===== src/rtl/tri_dist_pkg.sv =====
package tri_dist_pkg;
  localparam int NUM_UNITS = 4;
  localparam int TILE_W_LOG = 2;  // 4 pixels across
  localparam int TILE_H_LOG = 1;  // 2 pixels down

  // interleaved ownership: neighbouring tiles differ in owner
  function automatic logic [1:0] tile_owner(input logic tx_lsb, input logic ty_b0,
                                            input logic ty_b1);
    return {ty_b1, tx_lsb ^ ty_b0};
  endfunction
endpackage


===== src/rtl/tri_bbox.sv =====
module tri_bbox #(
  parameter int COORD_W  = 12,
  parameter int SCREEN_W = 64,
  parameter int SCREEN_H = 32,
  parameter int TXW      = 4,
  parameter int TYW      = 4
) (
  input  logic signed [COORD_W-1:0] x0,
  input  logic signed [COORD_W-1:0] y0,
  input  logic signed [COORD_W-1:0] x1,
  input  logic signed [COORD_W-1:0] y1,
  input  logic signed [COORD_W-1:0] x2,
  input  logic signed [COORD_W-1:0] y2,
  output logic                      offscreen,
  output logic [TXW-1:0]            tx_lo,
  output logic [TXW-1:0]            tx_hi,
  output logic [TYW-1:0]            ty_lo,
  output logic [TYW-1:0]            ty_hi
);
  import tri_dist_pkg::*;

  localparam logic signed [COORD_W-1:0] XMAX = COORD_W'(SCREEN_W - 1);
  localparam logic signed [COORD_W-1:0] YMAX = COORD_W'(SCREEN_H - 1);
  localparam logic signed [COORD_W-1:0] ZERO = '0;

  logic signed [COORD_W-1:0] min_x, max_x, min_y, max_y;
  logic signed [COORD_W-1:0] cl_x_lo, cl_x_hi, cl_y_lo, cl_y_hi;

  function automatic logic signed [COORD_W-1:0] smin(input logic signed [COORD_W-1:0] a,
                                                     input logic signed [COORD_W-1:0] b);
    return (a < b) ? a : b;
  endfunction

  function automatic logic signed [COORD_W-1:0] smax(input logic signed [COORD_W-1:0] a,
                                                     input logic signed [COORD_W-1:0] b);
    return (a > b) ? a : b;
  endfunction

  always_comb begin
    min_x = smin(smin(x0, x1), x2);
    max_x = smax(smax(x0, x1), x2);
    min_y = smin(smin(y0, y1), y2);
    max_y = smax(smax(y0, y1), y2);

    offscreen = (max_x < ZERO) || (max_y < ZERO) || (min_x > XMAX) || (min_y > YMAX);

    // clip to the visible area
    cl_x_lo = smax(min_x, ZERO);
    cl_x_hi = smin(max_x, XMAX);
    cl_y_lo = smax(min_y, ZERO);
    cl_y_hi = smin(max_y, YMAX);

    tx_lo = TXW'(cl_x_lo >>> TILE_W_LOG);
    tx_hi = TXW'(cl_x_hi >>> TILE_W_LOG);
    ty_lo = TYW'(cl_y_lo >>> TILE_H_LOG);
    ty_hi = TYW'(cl_y_hi >>> TILE_H_LOG);
  end
endmodule


===== src/rtl/tri_owner_map.sv =====
module tri_owner_map #(
  parameter int TXW = 4,
  parameter int TYW = 4
) (
  input  logic [TXW-1:0] tx_lo,
  input  logic [TXW-1:0] tx_hi,
  input  logic [TYW-1:0] ty_lo,
  input  logic [TYW-1:0] ty_hi,
  output logic [3:0]     owners
);
  import tri_dist_pkg::*;

  logic [1:0]     x_par;   // tile-column parities touched
  logic [3:0]     y_mod;   // tile-row values mod 4 touched
  logic [TYW:0]   row;

  always_comb begin
    if (tx_hi != tx_lo) x_par = 2'b11;
    else                x_par = tx_lo[0] ? 2'b10 : 2'b01;

    // at most four rows matter, since ownership repeats every 4 rows
    y_mod = '0;
    row   = '0;
    for (int k = 0; k < 4; k++) begin
      row = {1'b0, ty_lo} + (TYW + 1)'(k);
      if (row <= {1'b0, ty_hi}) y_mod[row[1:0]] = 1'b1;
    end

    owners = '0;
    for (int r = 0; r < 4; r++) begin
      for (int c = 0; c < 2; c++) begin
        if (y_mod[r] && x_par[c]) begin
          owners[tile_owner(c[0], r[0], r[1])] = 1'b1;
        end
      end
    end
  end
endmodule


===== src/rtl/tri_queue.sv =====
module tri_queue #(
  parameter int W     = 80,
  parameter int DEPTH = 4
) (
  input  logic         clk,
  input  logic         rst_n,
  input  logic         push,
  input  logic [W-1:0] din,
  output logic         full,
  output logic         valid,
  input  logic         ready,
  output logic [W-1:0] dout
);
  localparam int AW = (DEPTH > 1) ? $clog2(DEPTH) : 1;

  logic [W-1:0]  store [DEPTH];
  logic [AW-1:0] wr_ptr, rd_ptr;
  logic [AW:0]   count;
  logic          pop;

  assign pop   = valid && ready;
  assign valid = (count != '0);
  assign full  = (count == (AW + 1)'(DEPTH));
  assign dout  = store[rd_ptr];

  function automatic logic [AW-1:0] bump(input logic [AW-1:0] p);
    return (p == AW'(DEPTH - 1)) ? '0 : p + 1'b1;
  endfunction

  always_ff @(posedge clk) begin
    if (!rst_n) begin
      wr_ptr <= '0;
      rd_ptr <= '0;
      count  <= '0;
    end else begin
      if (push) wr_ptr <= bump(wr_ptr);
      if (pop)  rd_ptr <= bump(rd_ptr);
      case ({push, pop})
        2'b10:   count <= count + 1'b1;
        2'b01:   count <= count - 1'b1;
        default: count <= count;
      endcase
    end
  end

  always_ff @(posedge clk) begin
    if (push) store[wr_ptr] <= din;
  end


  no_overflow_chk: assert property (@(posedge clk) disable iff (!rst_n)
    push |-> !full);
endmodule


===== src/rtl/tri_tile_distributor.sv =====
module tri_tile_distributor #(
  parameter int COORD_W  = 12,
  parameter int SEQ_W    = 8,
  parameter int SCREEN_W = 64,
  parameter int SCREEN_H = 32,
  parameter int Q_DEPTH  = 4
) (
  input  logic                                     clk,
  input  logic                                     rst_n,
  input  logic                                     in_valid,
  output logic                                     in_ready,
  input  logic [SEQ_W-1:0]                         in_seq,
  input  logic [COORD_W-1:0]                       in_x0,
  input  logic [COORD_W-1:0]                       in_y0,
  input  logic [COORD_W-1:0]                       in_x1,
  input  logic [COORD_W-1:0]                       in_y1,
  input  logic [COORD_W-1:0]                       in_x2,
  input  logic [COORD_W-1:0]                       in_y2,
  output logic [3:0]                               out_valid,
  input  logic [3:0]                               out_ready,
  output logic [3:0][SEQ_W+6*COORD_W-1:0]          out_tri
);
  import tri_dist_pkg::*;

  localparam int TRI_W = SEQ_W + 6 * COORD_W;
  localparam int TXW   = $clog2(SCREEN_W >> TILE_W_LOG);
  localparam int TYW   = $clog2(SCREEN_H >> TILE_H_LOG);

  logic                 offscreen;
  logic [TXW-1:0]       tx_lo, tx_hi;
  logic [TYW-1:0]       ty_lo, ty_hi;
  logic [3:0]           owners, sel, q_full, push;
  logic                 accept;
  logic [TRI_W-1:0]     packed_tri;

  tri_bbox #(
    .COORD_W(COORD_W), .SCREEN_W(SCREEN_W), .SCREEN_H(SCREEN_H),
    .TXW(TXW), .TYW(TYW)
  ) u_bbox (
    .x0(in_x0), .y0(in_y0), .x1(in_x1), .y1(in_y1), .x2(in_x2), .y2(in_y2),
    .offscreen(offscreen),
    .tx_lo(tx_lo), .tx_hi(tx_hi), .ty_lo(ty_lo), .ty_hi(ty_hi)
  );

  tri_owner_map #(.TXW(TXW), .TYW(TYW)) u_owner (
    .tx_lo(tx_lo), .tx_hi(tx_hi), .ty_lo(ty_lo), .ty_hi(ty_hi),
    .owners(owners)
  );

  assign sel        = offscreen ? 4'b0000 : owners;
  assign in_ready   = ~|(sel & q_full);
  assign accept     = in_valid && in_ready;
  assign push       = accept ? sel : 4'b0000;
  assign packed_tri = {in_seq, in_x0, in_y0, in_x1, in_y1, in_x2, in_y2};

  for (genvar u = 0; u < NUM_UNITS; u++) begin : g_unit
    tri_queue #(.W(TRI_W), .DEPTH(Q_DEPTH)) u_q (
      .clk(clk), .rst_n(rst_n),
      .push(push[u]), .din(packed_tri), .full(q_full[u]),
      .valid(out_valid[u]), .ready(out_ready[u]), .dout(out_tri[u])
    );


    hold_out_chk: assert property (@(posedge clk) disable iff (!rst_n)
      (out_valid[u] && !out_ready[u]) |=> (out_valid[u] && $stable(out_tri[u])));
  end


  onscreen_owner_chk: assert property (@(posedge clk) disable iff (!rst_n)
    (in_valid && !offscreen) |-> (owners != 4'b0000));


  offscreen_pass_chk: assert property (@(posedge clk) disable iff (!rst_n)
    (in_valid && offscreen) |-> in_ready);


  clip_order_chk: assert property (@(posedge clk) disable iff (!rst_n)
    (in_valid && !offscreen) |-> ((tx_lo <= tx_hi) && (ty_lo <= ty_hi)));


  big_box_chk: assert property (@(posedge clk) disable iff (!rst_n)
    (in_valid && !offscreen && ((tx_hi - tx_lo) >= TXW'(3)) && ((ty_hi - ty_lo) >= TYW'(3)))
      |-> (owners == 4'b1111));
endmodule


===== config.mk =====
export PLATFORM = sky130hd
export DESIGN_NAME = tri_tile_distributor
export DESIGN_NICKNAME = d
export VERILOG_FILES = /design/src/rtl/tri_dist_pkg.sv /design/src/rtl/tri_bbox.sv /design/src/rtl/tri_owner_map.sv /design/src/rtl/tri_queue.sv /design/src/rtl/tri_tile_distributor.sv
export SDC_FILE = /design/constraint.sdc
export NUM_CORES = 1
export LEC_CHECK = 0
export BUFFER_PORTS_ARGS = -buffer_cell sky130_fd_sc_hd__buf_2
export CORE_ASPECT_RATIO = 0.75
export CORE_MARGIN = 2
export CORE_UTILIZATION = 62
export CTS_BUF_LIST = sky130_fd_sc_hd__clkbuf_4
export DETAILED_ROUTE_END_ITERATION = 16
export PLACE_DENSITY = 0.82
export SKIP_LAST_GASP = 1
export SYNTH_ARGS = -nofsm -noshare
export SYNTH_HDL_FRONTEND = slang
export SYNTH_SLANG_ARGS = --single-unit

===== constraint.sdc =====
create_clock -name clk -period 18.15 [get_ports clk]
set_clock_uncertainty 0.1 [all_clocks]
set_input_delay 3.63 -clock clk [delete_from_list [all_inputs] [get_ports clk]]
set_output_delay 3.63 -clock clk [all_outputs]
set_load 0.01 [all_outputs]

==> results.yml, run 1 <==
power_and_ir_drop:
  p_leak_nw: 20.21
  switchingPower_w: 0.001762
  seqPwrFrac_pct: 50.7
  swShare_pct: 25.97
  p_int_w: 0.005023
  p_per_area_mw_per_mm2: 113.6
  total_power_w: 0.006785
  power.share.combinational_pct: 14.3
  clkPwrFrac_pct: 34.9
  ir_worst_vdd_v: 0.00009235
floorplanning:
  io_pins: 412
  initial_core_util_pct: 62.35
  num_rows: 92
  die_h_um: 255.4
  dieWidth_um: 339.2
  dieArea_mm2: 0.08664
  core_area_mm2: 0.08380
setup_path:
  crit_start: "in_y1[11]"
  critical_path_arrival_ns: 13.17
  endpoint_kind: "output pin"
  start_kind: "input port"
  rr_startpoint: "g_unit[3].u_q.count[1]"
  ff2ff_path_depth: 9
  crit_path_frequent_cell: "o21a_1"
  slowest_delay_ns: 0.89
  cp_num_buf_inv: 4
  cp.required_ns: 14.42
  crit_cells: 36
  path_delay_family: "compound AO/OA/AOI/OAI gates"
  critPathKind: "in -> out"
  crit_slowest_cell: "a31oi_2"
  path_max_fanout: 23
sta:
  final.period_utilization_pct: 93.12
  max_freq_mhz: 59.17
  relSlewSlack_pct: 14.73
  final.setup.tns_ns: 0
  finalMaxSlewViolations: 0
  finalSetupViolCount: 0
  rsz0062_at_grt: "no"
  period_needed_ns: 16.90
  worst_slew_pin_slew_ns: 1.279
  hold_viol_final: 0
  layout_setup_ws_ns: 1.249
yosys:
  synth_seq_cells: 1316
  synthesis.area_mm2: 0.05225
  yosysWarningCount: 0
  async_flop_share_pct: 0
  synth_top_family_by_area: "multiplexers"
  synth_nets: 2719
  synth-seq-area-share_pct: 74.94
  synth.avg_cell_area_um2: 20.81
  synth_compound_area_share_pct: 3.089
  synthMuxAreaShare_pct: 14.29
  synth-xor-area-share_pct: 0.2826
  syn_inst: 2511
  yosysUniqueCellTypes: 100
  yosys.area_share.simple_pct: 2.926
  synth-adder-area-share_pct: 2.955
  synth_flop_cell: "edfxtp_1"
  synth_edf_count: 1280
global_routing:
  use_met2_pct: 48.80
  grt_pass1_wl_um: 196800
  use_met1_pct: 44.68
  antenna_found_initial: 5
  met3_usage_pct: 8.616
  globalRouteTotalUtil_pct: 31.56
  grt_max_degree: 61
  grt_pass1_vias: 30130
  overflow: 0
  grt.busiest_layer: "met2"
clock_network:
  cts_buffers: 320
  cts.sinks: 1316
  ctsHoldBuffers: 0
  cts_resized: 0
  cts_tree: "yes"
  cts_setup_buffers: 0
  insertion_delay_ns: 1.16
  cts.path.max_buffers: 4
  clockRootBuffer: "clkbuf_4"
  h-tree-depth: 5
  clkSlewWorstSetupHoldPaths_ns: 0.07
hold_path:
  whs_path_depth: 2
  min_from: "g_unit[0].u_q.rd_ptr[1]"
  hold_path_class: "reg -> reg"
outcome:
  status: "complete, no violations"
finish:
  drive_gt1_share_pct: 39.19
  nets: 3406
  area.growth.synth_to_final_pct: 14.31
route:
  finalWirelength_um: 135000
  dr.first_iter.drc_count: 3510
  drt-pass1-iter-count: 5
  via_count: 29140
  drc: 0
  final_antenna_net_count: 0
  wl_per_cell_um: 29.63
  vias_per_cell: 6.395
placement:
  place_ws_ns: 1.654
  gp_congestion: 0.9044
  post-dp-hpwl_um: 81230
  portBuffers: 411
job:
  maxCapViolations: 0
## per-layer routing
layer / wire (µm) / vias to the layer above
li1: - / 11970
met1: 51500 / 15040
met2: 64560 / 1915
met3: 15970 / 206
met4: 2969 / 2
met5: 13 / -
## synthesized netlist by cell type, drive strengths merged, types with 20 or more instances
cell type  instances  area (µm²)
o21ai             64       331.6
dfxtp             36       720.7
mux4             320        7207
edfxtp          1280       38440
inv              103       386.6
nand3             27       145.1
buf               43       202.7
nand4             20       140.1
clkbuf            49       204.0
ha               117        1464
nor2              62       237.7
a21oi             48       259.0
nand2             94       352.8
## state kept, by name (all words and copies together), names as in the netlist, named ones only
| signal | cells |
|---|---|
| g_unit.u_q.wr_ptr | 8 |
| g_unit.u_q.count | 12 |
| g_unit.u_q.store | 1280 |
| g_unit.u_q.rd_ptr | 8 |
## cells in the final DEF (no fill, tap or decap), types with 7 or more instances in the layout
| cell | n |
|---|---|
| edfxtp_1 | 1280 |
| clkbuf_4 | 456 |
| buf_2 | 411 |
| mux4_2 | 320 |
| ha_1 | 117 |
| inv_1 | 103 |
| nand2_1 | 94 |
| clkinv_1 | 61 |
| o21ai_0 | 58 |
| nor2_1 | 48 |
| buf_4 | 46 |
| a21oi_1 | 45 |
| dfxtp_1 | 28 |
| nand3_1 | 25 |
| nand4_1 | 19 |
| o21a_1 | 19 |
| nor3_1 | 16 |
| mux2i_1 | 13 |
| nor2_4 | 12 |
| clkinv_2 | 12 |
| diode_2 | 10 |
| o31ai_1 | 10 |
| or3_1 | 9 |
| a211oi_1 | 9 |
| mux2_2 | 9 |
| xor2_1 | 9 |
| nor2b_1 | 8 |
| dfxtp_4 | 8 |
| inv_2 | 8 |
| and2_1 | 7 |
## through the flow
stage               hold slack (ns)  instances  utilization [%]  instance area, µm²
CTS                          0.3717       4547            71.24               59700
detailed placement           0.3751       4004            66.59               55800
global route                 0.3953       4551            71.26               59710
floorplan                    0.3491       2511                -               52250
finish                       0.3539       4557            71.27               59730
global placement             0.3506       4004            66.59               55800
## worst register-to-register path: stages (launching register included)
cell and delay (ns):
dfxtp_1 0.38, inv_1 0.08, and3_1 0.24, a21boi_0 0.15, a211o_1 0.29, o31ai_1 0.09
o221a_4 0.34, nand4b_1 0.51, nor2_4 0.84, buf_4 1.03
## cell families after synthesis
group	Yosys count
AOI/OAI and AO/OA	226
xor gates and xnor gates	16
adders and majority gates	121
buffers and inverters	195
DFF	1316
muxes	344
and+or+nand+nor	293
## worst paths after layout
path	end	slack, ns
max reg2reg	g_unit[1].u_q.store[3][34]	13.61
max	in_ready	1.25
min reg2reg	flop	0.35
min	flop	0.35
## final cells by class
class / instances / area [µm²]
sequential: 1316 / 39190
fill: 5001 / 24070
multi-input combinational: 1000 / 12420
clock buffer: 456 / 3423
timing repair buffer: 457 / 2402
tap: 1128 / 1411
clock inverter: 87 / 476.7
inverter: 103 / 386.6
antenna: 10 / 25.02
## power by group through the flow
| stage | Sequential [W] | Combinational (W) | Clock, W |
|---|---|---|---|
| 2_1_floorplan | 0.00348 | 0.000622 | 0 |
| 3_3_place_gp | 0.00350 | 0.000944 | 0 |
| 3_5_place_dp | 0.00351 | 0.000966 | 0 |
| 4_1_cts | 0.00344 | 0.000972 | 0.00241 |
| 5_1_grt | 0.00345 | 0.00104 | 0.00255 |
| 6_report | 0.00344 | 0.000973 | 0.00237 |
(Power assumes the default switching activity.)
==> run 2: changes to the inputs <==
- CORE_UTILIZATION: 62 -> 55
- PLACE_DENSITY: 0.82 -> 0.74
==> results.yml, run 2 (synthesis gave the netlist of run 1 again) <==
outcome:
  status: "complete, no violations"
setup_path:
  slowest_delay_ns: 0.91
  cp.required_ns: 14.42
  critPathKind: "in -> out"
  crit_slowest_cell: "a31oi_2"
  ff2ff_path_depth: 10
  crit_path_frequent_cell: "o21a_1"
  path_max_fanout: 23
  reg2reg_slack_ns: 13.95
  critical_path_arrival_ns: 12.98
  endpoint_kind: "output pin"
  start_kind: "input port"
clock_network:
  cts.path.max_buffers: 4
  cts_buffers: 326
  clockRootBuffer: "clkbuf_4"
  cts_resized: 0
  cts.sinks: 1316
  cts_setup_buffers: 0
  cts_tree: "yes"
  h-tree-depth: 5
  clkSlewWorstSetupHoldPaths_ns: 0.06
  ctsHoldBuffers: 0
  insertion_delay_ns: 1.20
power_and_ir_drop:
  clkPwrFrac_pct: 34.5
  p_int_w: 0.005009
  total_power_w: 0.006738
  power.share.combinational_pct: 14.4
  p_leak_nw: 20.19
  swShare_pct: 25.66
  p_per_area_mw_per_mm2: 112.6
  switchingPower_w: 0.001729
  ir_worst_vdd_v: 0.00007375
  seqPwrFrac_pct: 51.1
route:
  via_count: 28690
  drc: 0
  wl_per_cell_um: 28.64
  finalWirelength_um: 133300
  vias_per_cell: 6.163
  drt-pass1-iter-count: 6
  final_antenna_net_count: 0
  dr.first_iter.drc_count: 3271
placement:
  post-dp-hpwl_um: 81160
  portBuffers: 411
  gp_congestion: 0.9227
sta:
  period_needed_ns: 16.71
  finalMaxSlewViolations: 0
  rsz0062_at_grt: "no"
  final.setup.tns_ns: 0
  finalSetupViolCount: 0
  hold_viol_final: 0
  max_freq_mhz: 59.85
  worst_slew_pin_slew_ns: 1.202
  final.period_utilization_pct: 92.05
  relSlewSlack_pct: 19.32
hold_path:
  hold_path_class: "reg -> reg"
  whs_path_depth: 2
global_routing:
  grt_max_degree: 63
  overflow: 0
  globalRouteTotalUtil_pct: 27.77
  grt_pass1_vias: 29810
  grt_pass1_wl_um: 195000
  antenna_found_initial: 5
floorplanning:
  core_area_mm2: 0.09382
  dieArea_mm2: 0.09751
  num_rows: 97
  io_pins: 412
  dieWidth_um: 359.9
  initial_core_util_pct: 55.69
  die_h_um: 270.9
finish:
  largest_registers: "g_unit.u_q.store x1280, g_unit.u_q.count x12"
  drive_gt1_share_pct: 39.27
  largest_reg_flops: 1280
  layout_commonest_cell: "edfxtp_1"
  area.growth.synth_to_final_pct: 14.52
  most-common-layout-cells: "edfxtp_1 (1280), clkbuf_4 (471), buf_2 (411), mux4_2 (320), ha_1 (117)"
  nets: 3410
  largest_register: "g_unit.u_q.store"
job:
  maxCapViolations: 0
[run 2: final timing paths]
path                                 from                        end
setup reg to reg   g_unit[3].u_q.count[0]  g_unit[1].u_q.store[3][3]
hold reg to reg   g_unit[2].u_q.rd_ptr[1]                       flop
setup / recovery                in_y1[11]                   in_ready
hold / removal    g_unit[2].u_q.rd_ptr[1]                       flop
[run 2: area by class of cell]
| type | count | area (µm²) |
|---|---|---|
| fill | 6430 | 33980 |
| multi-input combinational | 1000 | 12420 |
| tap | 1237 | 1548 |
| inverter | 103 | 386.6 |
| clock inverter | 67 | 310.3 |
| timing repair buffer | 455 | 2437 |
| antenna | 7 | 17.52 |
| sequential | 1316 | 39190 |
| clock buffer | 471 | 3536 |
[run 2: power groups by stage]
stage / clock network, W / logic [W] / registers, W
2_1_floorplan: 0 / 0.000622 / 0.00348
3_3_place_gp: 0 / 0.000953 / 0.00351
3_5_place_dp: 0 / 0.000971 / 0.00351
4_1_cts: 0.00237 / 0.000977 / 0.00345
5_1_grt: 0.00253 / 0.00104 / 0.00345
6_report: 0.00232 / 0.000972 / 0.00344
[run 2: worst max-delay path, delay by kind of cell]
family | cells | cell delay (ns)
AOI/OAI and AO/OA | 22 | 5.95
and+or+nand+nor | 7 | 1.41
adders and majority gates | 3 | 1.19
buffers and inverters | 4 | 0.75
[run 2: per-stage QoR]
stage | std cells | setup WS, ns | util (%) | cell area, µm² | hold slack (ns)
after floorplan | 2511 | 3.546 | - | 52250 | 0.3491
after detailed placement | 4111 | 1.662 | 59.66 | 55970 | 0.3713
after CTS | 4649 | 1.627 | 63.76 | 59820 | 0.3831
after global placement | 4111 | 1.926 | 59.66 | 55970 | 0.3527
final | 4656 | 1.443 | 63.78 | 59840 | 0.3761
after global routing | 4654 | 0.6036 | 63.78 | 59830 | 0.4121
[run 2: routing by layer]
layer / up-vias / GRT usage (%) / wire (µm)
met3: 181 / 7.009 / 14620
met2: 1631 / 42.89 / 63300
li1: 11970 / - / -
met1: 14910 / 39.37 / 52700
met5: - / 0 / 23
met4: 4 / 8.978 / 2698
